**src/rtl/iq_wake_pkg.sv**
```systemverilog
package iq_wake_pkg;
  localparam int unsigned DEF_ENTRIES = 16;
  localparam int unsigned DEF_TAG_W   = 6;
  localparam int unsigned DEF_IW      = 2;

  typedef enum logic [0:0] {
    OPND_LEFT  = 1'b0,
    OPND_RIGHT = 1'b1
  } opnd_side_e;
endpackage

```
**src/rtl/iq_tag_match.sv**
```systemverilog
module iq_tag_match #(
  parameter int unsigned TAG_W = 6,
  parameter int unsigned IW    = 2
) (
  input  logic [TAG_W-1:0]    probe,
  input  logic [IW-1:0]       bc_valid,
  input  logic [IW*TAG_W-1:0] bc_tag,
  output logic                hit
);
  logic [IW-1:0] hit_vec;

  for (genvar k = 0; k < IW; k++) begin : g_slot
    assign hit_vec[k] = bc_valid[k] && (bc_tag[k*TAG_W +: TAG_W] == probe);
  end

  assign hit = |hit_vec;
endmodule

```
**src/rtl/iq_alloc.sv**
```systemverilog
module iq_alloc #(
  parameter int unsigned ENTRIES = 16
) (
  input  logic [ENTRIES-1:0] occupied,
  output logic [ENTRIES-1:0] pick,
  output logic               any_free
);
  always_comb begin
    logic found;
    found = 1'b0;
    pick  = '0;
    for (int i = 0; i < ENTRIES; i++) begin
      if (!occupied[i] && !found) begin
        pick[i] = 1'b1;
        found   = 1'b1;
      end
    end
  end

  assign any_free = ~&occupied;
endmodule

```
**src/rtl/iq_entry.sv**
```systemverilog
module iq_entry
  import iq_wake_pkg::*;
#(
  parameter int unsigned TAG_W = 6,
  parameter int unsigned IW    = 2
) (
  input  logic                clk,
  input  logic                rst_n,
  input  logic                wr_en,
  input  logic [TAG_W-1:0]    wr_tag_l,
  input  logic                wr_rdy_l,
  input  logic [TAG_W-1:0]    wr_tag_r,
  input  logic                wr_rdy_r,
  input  logic [IW-1:0]       bc_valid,
  input  logic [IW*TAG_W-1:0] bc_tag,
  input  logic                grant,
  output logic                vld,
  output logic                req
);
  logic [TAG_W-1:0] tag_q [2];
  logic [1:0]       rdy_q;
  logic [1:0]       hit;

  for (genvar s = 0; s < 2; s++) begin : g_opnd
    iq_tag_match #(.TAG_W(TAG_W), .IW(IW)) u_match (
      .probe    (tag_q[s]),
      .bc_valid (bc_valid),
      .bc_tag   (bc_tag),
      .hit      (hit[s])
    );
  end

  assign req = vld && (&rdy_q);

  always_ff @(posedge clk) begin
    if (!rst_n) begin
      vld      <= 1'b0;
      rdy_q    <= '0;
      tag_q[0] <= '0;
      tag_q[1] <= '0;
    end else if (wr_en) begin
      vld                <= 1'b1;
      tag_q[OPND_LEFT]   <= wr_tag_l;
      tag_q[OPND_RIGHT]  <= wr_tag_r;
      rdy_q[OPND_LEFT]   <= wr_rdy_l;
      rdy_q[OPND_RIGHT]  <= wr_rdy_r;
    end else begin
      if (grant && req) begin
        vld   <= 1'b0;
        rdy_q <= '0;
      end else if (vld) begin
        rdy_q <= rdy_q | hit;
      end
    end
  end
endmodule

```
**src/rtl/iq_wakeup_array.sv**
```systemverilog
module iq_wakeup_array
  import iq_wake_pkg::*;
#(
  parameter int unsigned ENTRIES = DEF_ENTRIES,
  parameter int unsigned TAG_W   = DEF_TAG_W,
  parameter int unsigned IW      = DEF_IW
) (
  input  logic                clk,
  input  logic                rst_n,
  input  logic                disp_valid,
  output logic                disp_ready,
  input  logic [TAG_W-1:0]    disp_tag_l,
  input  logic                disp_rdy_l,
  input  logic [TAG_W-1:0]    disp_tag_r,
  input  logic                disp_rdy_r,
  input  logic [IW-1:0]       bc_valid,
  input  logic [IW*TAG_W-1:0] bc_tag,
  input  logic [ENTRIES-1:0]  grant,
  output logic [ENTRIES-1:0]  req
);
  logic [ENTRIES-1:0] ent_vld;
  logic [ENTRIES-1:0] pick;
  logic               accept;
  logic               byp_l;
  logic               byp_r;

  iq_alloc #(.ENTRIES(ENTRIES)) u_alloc (
    .occupied (ent_vld),
    .pick     (pick),
    .any_free (disp_ready)
  );

  assign accept = disp_valid && disp_ready;

  iq_tag_match #(.TAG_W(TAG_W), .IW(IW)) u_byp_l (
    .probe    (disp_tag_l),
    .bc_valid (bc_valid),
    .bc_tag   (bc_tag),
    .hit      (byp_l)
  );

  iq_tag_match #(.TAG_W(TAG_W), .IW(IW)) u_byp_r (
    .probe    (disp_tag_r),
    .bc_valid (bc_valid),
    .bc_tag   (bc_tag),
    .hit      (byp_r)
  );

  for (genvar i = 0; i < ENTRIES; i++) begin : g_ent
    iq_entry #(.TAG_W(TAG_W), .IW(IW)) u_ent (
      .clk      (clk),
      .rst_n    (rst_n),
      .wr_en    (accept && pick[i]),
      .wr_tag_l (disp_tag_l),
      .wr_rdy_l (disp_rdy_l || byp_l),
      .wr_tag_r (disp_tag_r),
      .wr_rdy_r (disp_rdy_r || byp_r),
      .bc_valid (bc_valid),
      .bc_tag   (bc_tag),
      .grant    (grant[i]),
      .vld      (ent_vld[i]),
      .req      (req[i])
    );
  end
endmodule

```
**config.mk**
```make
export PLATFORM = sky130hd
export DESIGN_NAME = iq_wakeup_array
export DESIGN_NICKNAME = d
export VERILOG_FILES = /design/src/rtl/iq_wake_pkg.sv /design/src/rtl/iq_tag_match.sv /design/src/rtl/iq_alloc.sv /design/src/rtl/iq_entry.sv /design/src/rtl/iq_wakeup_array.sv
export SDC_FILE = /design/constraint.sdc
export NUM_CORES = 1
export LEC_CHECK = 0
export BUFFER_PORTS_ARGS = -buffer_cell sky130_fd_sc_hd__buf_2
export CAP_MARGIN = 15
export CORE_MARGIN = 2
export CORE_UTILIZATION = 50
export CTS_BUF_LIST = sky130_fd_sc_hd__clkbuf_8
export DETAILED_ROUTE_END_ITERATION = 12
export GPL_TIMING_DRIVEN = 0
export PLACE_DENSITY = 0.65
export SKIP_CTS_REPAIR_TIMING = 1
export SLEW_MARGIN = 20
export SYNTH_ARGS = -nofsm -noshare
export SYNTH_HDL_FRONTEND = slang
export SYNTH_SLANG_ARGS = --single-unit
```
**constraint.sdc**
```tcl
create_clock -name clk -period 3.7 [get_ports clk]
set_input_delay 0.74 -clock clk [delete_from_list [all_inputs] [get_ports clk]]
set_output_delay 0.74 -clock clk [all_outputs]
set_load 0.02 [all_outputs]
```
# == Word level (Yosys, flattened, before mapping) ==
# Memory sizes are Yosys's and may differ from the RTL's.
# Cells that the tools add are included.
# W data, S select, Z words.
# classes
addsub,0
multipliers,0
n_div,0
n_lt_le_gt_ge,0
n_eq_ne,68
n_shift,0
mux,191
bitwise_logic,48
reduce_logical,247
# op_table
op,count
$eq A6 B6 Y1,68
$mux W6,32
$logic_and A1 B1 Y1,132
$mux W1,111
$mux W2,48
$reduce_or A2 Y1,34
$reduce_bool A3 Y1,16
$or A1 B1 Y1,32
$or A2 B2 Y2,16
$reduce_and A2 Y1,16
$reduce_bool A2 Y1,16
$logic_not A1 Y1,30
$reduce_and A16 Y1,1
$logic_or A1 B1 Y1,2
# totals
reg_bits,48
latch_bits,0
ram_bits,192
mem_bits_ro,0
inputBits,47
out_inout_bits,17
word_cells,602
mem_count,16
# memory_table
memory,words,width,rd,rd_ports_with_merged_regs,wr,line,source
g_ent[0].u_ent.tag_q,2,6,2,0,2,iq_entry.sv:20,logic [TAG_W-1:0] tag_q [2];
g_ent[10].u_ent.tag_q,2,6,2,0,2,iq_entry.sv:20,
g_ent[11].u_ent.tag_q,2,6,2,0,2,iq_entry.sv:20,
g_ent[12].u_ent.tag_q,2,6,2,0,2,iq_entry.sv:20,
g_ent[13].u_ent.tag_q,2,6,2,0,2,iq_entry.sv:20,
g_ent[14].u_ent.tag_q,2,6,2,0,2,iq_entry.sv:20,
10 more memories,-,-,-,-,-,-,

# == Depth between registers and ports, before layout ==
# logic_depth
ltp_word,50
depth_mapped,8
mapped_depth_nobuf,6

# == Modules after synthesis ==
# From an unflattened synthesis, not the netlist that was laid out.
# hier_totals
cells_unflattened,1334
hier_area_um2,14385.0
# modules_own_cells
module,n_inst,cells_per_inst,area_each_um2,seq_area_each_um2
iq_entry,16,44,593.1,420.4
iq_tag_match,34,17,133.9,0.0
iq_alloc,1,32,205.2,0.0
iq_wakeup_array,1,20,138.9,0.0

# == Worst setup path after synthesis ==
# Ideal clock, no wire load.
# synth_timing
path_type,input to register
startpoint,input disp_valid
endpoint,"memory g_ent[14].u_ent.tag_q[0][0], enable pin"
setup_time_ps,398
t_arrival_ps,2772
required_time_ps,3302
path_slack_ps,531
stages,5
n_path_buf,1
cell_sequence,nand2_4 > or4_4 > or3b_1 > buf_6 > o21ai_0
# synth_rtl
element,line,source
"start, declared",iq_wakeup_array.sv:10,"input logic disp_valid,"
"end, declared",iq_entry.sv:20,

# == Final worst setup path ==
# layout_timing
startpoint,input disp_tag_r[3]
endpoint,register g_ent[10].u_ent.rdy_q[1]
# layout_between
elab_chain_len,5
word_cells_on_any_way,7
cone_classes,eq/ne (2); mux (1); reduce/logical (4)
# layout_lines
element,line,source
"start, declared",iq_wakeup_array.sv:14,"input logic [TAG_W-1:0] disp_tag_r,"
$eq A6 B6 Y1,iq_tag_match.sv:13,assign hit_vec[k] = bc_valid[k] && (bc_tag[k*TAG_W +: TAG_W] == probe);
$logic_and A1 B1 Y1,iq_tag_match.sv:13,
$reduce_or A2 Y1 (*),iq_tag_match.sv:16,assign hit = |hit_vec;
$logic_or A1 B1 Y1 (*),iq_wakeup_array.sv:57,".wr_rdy_r (disp_rdy_r || byp_r),"
$mux W2 (*),iq_entry.sv:41,end else if (wr_en) begin
"end signal, assigned by index",iq_entry.sv:45,rdy_q[OPND_LEFT] <= wr_rdy_l;
"end signal, assigned by index",iq_entry.sv:46,rdy_q[OPND_RIGHT] <= wr_rdy_r;
"end signal, assigned",iq_entry.sv:52,rdy_q <= rdy_q | hit;
"end, declared",iq_entry.sv:21,logic [1:0] rdy_q;
# Mark *: on every way between the ends. The rest lies on a longest branch, timed or not.
# A chain may end at the register's enable or synchronous reset.

==> results.yml <==
floorplanning:
  initial_core_util: 0.508
  dieWidth_um: 175
  pin_count: 64
  die_y_um: 175
  fp.coreArea_mm2: 0.0287
  core.rowCount: 62
  die-area_mm2: 0.0306
clock_network:
  cts_max_level: 2
  cts_buffers: 42
  cts.clk_slew.worst_paths_ns: 0.06
  cts.sinks: 240
  clk_path_buf_depth: 3
  cts_tree: "yes"
  clk_latency_ns: 0.57
  cts_root_buf: "clkbuf_8"
min_path:
  min_path_cells: 2
  min_from: "grant[0]"
  holdCritPathClass: "in2reg"
  min_to: "g_ent[0].u_ent.vld"
layout:
  finish.cell_count_without_fillers: 1896
  diodes: 0
  layout-drive-gt1-share: 0.112
  layout.nets: 1525
  area_growth_pct: 10.6
  layout_commonest_cell: "xnor2_1"
  num-fill-cells: 2538
  layout_common_cells: "213 x xnor2_1, 195 x xor2_1, 192 x edfxtp_1"
sta:
  finalMaxSlewViolations: 0
  relSlewSlack: 0.155
  hold_violations: 0
  worst_pin_slew_ns: 1.27
  grt_setup_unrepaired: "false"
  skew_ns: 0.0200
  min_period_over_period: 0.860
  clock.fmax_mhz: 314
  hold_slack_ns: 0.371
  setup-tns-final_ns: 0
  fin_crit_ns: 3.18
  setup_viol: 0
  fin_ws_ns: 0.516
placed_design:
  hpwl_mm: 33.3
  finalWeightedCongestion: 0.920
  io_buffers: 37
  dp_cells: 1818
  place_ws_ns: 0.0937
flow_run:
  maxCapViolations: 0
logic_synthesis:
  ys_ff_latch: 240
  syn-num-nets: 1436
  synth_cells: 1389
  async_flop_share: 0
  yosysWarnings: 0
  netlist_area_mm2: 0.0146
  ys_seq_area_frac: 0.461
  ys_types: 54
  synth_edf_count: 192
  synth_flop_cell: "edfxtp_1"
  synth_area_per_cell_um2: 10.5
worst_setup_path:
  r2r-start: "g_ent[2].u_ent.vld"
  r2r-end: "g_ent[6].u_ent.tag_q[0][5]"
  reg2regPathDepth: 6
  worstSetupStartpointType: "primary input"
  reg2reg_slack_ns: 0.64
  critPathCaptureType: "flip-flop"
  worstPathMaxFanout: 10
  critPathKind: "in2reg"
  required_ns: 4.14
  arrival_ns: 3.63
power:
  internal-power_mw: 4.59
  combPwrFrac: 0.136
  p_per_area_mw_per_mm2: 397
  total_power_mw: 6.42
  p_sw_mw: 1.83
  p_leak_nw: 6.11
  p_seq_frac: 0.487
  clkPwrFrac: 0.377
  switching_share: 0.285
  ir_drop_mv: 0.247
status:
  outcome: "finished clean"
route:
  drc_errors: 0
  vias: 11700
  detail_route.wirelength_mm: 51.1
  viasPerCell: 6.15
  drt-initial-drc-count: 1390
  routedWlPerCell_um: 26.9
  drtAntennaViolNets: 0
  firstDrtPassIters: 5
grt:
  overflow: 0
  grt_pass1_wl_mm: 73.8
  grt_pass1_vias: 11600
  grt_usage: 0.334
  antenna_found_initial: 0
  grt_max_degree: 14
-- cells in the mapped netlist (16+ instances only) --
master    number  area (µm²)
nand2_1       35         131
nand4_1       71         444
dfxtp_1       48         961
edfxtp_1     192        5770
xor2_1       195        1710
and3_1        83         519
nor4_1        64         400
a21oi_1       17        85.1
and2_1       133         832
o21ai_0       25         125
buf_4         16         120
clkbuf_1      74         278
buf_2         39         195
nor3_1        29         145
xnor2_1      213        1870
nand3_1       28         140
-- flip-flops by register name, indices dropped and copies added, names as in the netlist --
name / count
g_ent.u_ent.rdy_q: 32
g_ent.u_ent.tag_q: 192
g_ent.u_ent.vld: 16
-- worst max-delay path: stages --
cell and delay (ns):
buf_1 0.74, xnor2_1 0.15, nand4_1 0.14, nor4_1 0.09, nor3_1 0.94, buf_2 0.53
o22ai_1 0.13, o311a_1 0.14
-- routing by layer --
layer | wire (µm) | track usage | vias up | share of wire
met2 | 22800 | 0.525 | 708 | 0.45
met5 | 0 | 0 | - | 0
met1 | 20500 | 0.442 | 5725 | 0.40
met3 | 5130 | 0.0698 | 174 | 0.10
li1 | - | - | 5058 | -
met4 | 2610 | 0.160 | 0 | 0.051
-- power groups by stage --
| stage | clock [mW] | sequential [mW] | combinational [mW] |
|---|---|---|---|
| after global routing | 2.53 | 3.14 | 0.912 |
| after CTS | 2.41 | 3.12 | 0.850 |
| after floorplan | 0 | 3.16 | 0.559 |
| final | 2.42 | 3.13 | 0.870 |
| after detailed placement | 0 | 3.18 | 0.847 |
| after global placement | 0 | 3.18 | 0.822 |
-- stage by stage --
step	instance area [µm²]	utilization
final	16100	0.562
after global routing	16100	0.562
after CTS	16100	0.562
after detailed placement	15300	0.534
after global placement	15300	0.531
after floorplan	14600	-
-- cell type report --
type	instances	area [µm²]	share of cell area
Clock buffer	48	661	0.0409
Clock inverter	30	153	0.00946
Sequential cell	240	6730	0.417
Tap cell	384	480	0.0298
Buffer	141	658	0.0408
Timing Repair Buffer	45	245	0.0152
Multi-Input combinational cell	1002	7190	0.446
Inverter	6	22.5	0.00140
-- worst max path at each step --
stage                              from                          end  cells after the start
after global routing              rst_n   g_ent[8].u_ent.tag_q[0][6]                      5
after CTS                         rst_n   g_ent[9].u_ent.tag_q[0][7]                      5
after floorplan              disp_valid  g_ent[14].u_ent.tag_q[0][0]                      5
final                     disp_tag_r[3]     g_ent[10].u_ent.rdy_q[1]                      8
after global placement            rst_n   g_ent[7].u_ent.tag_q[0][8]                      5
after detailed placement          rst_n   g_ent[2].u_ent.tag_q[0][9]                      5
-- logic make-up (layout without fill, tap and decap cells) --
family	count (synthesis)	in the layout	share of synthesized area
simple gates	489	489	0.199
buf+inv	147	270	0.0464
xor+xnor	408	408	0.245
compound gates	105	105	0.0486
flops	240	240	0.461
No activity file was read; power rests on OpenSTA's default activity.
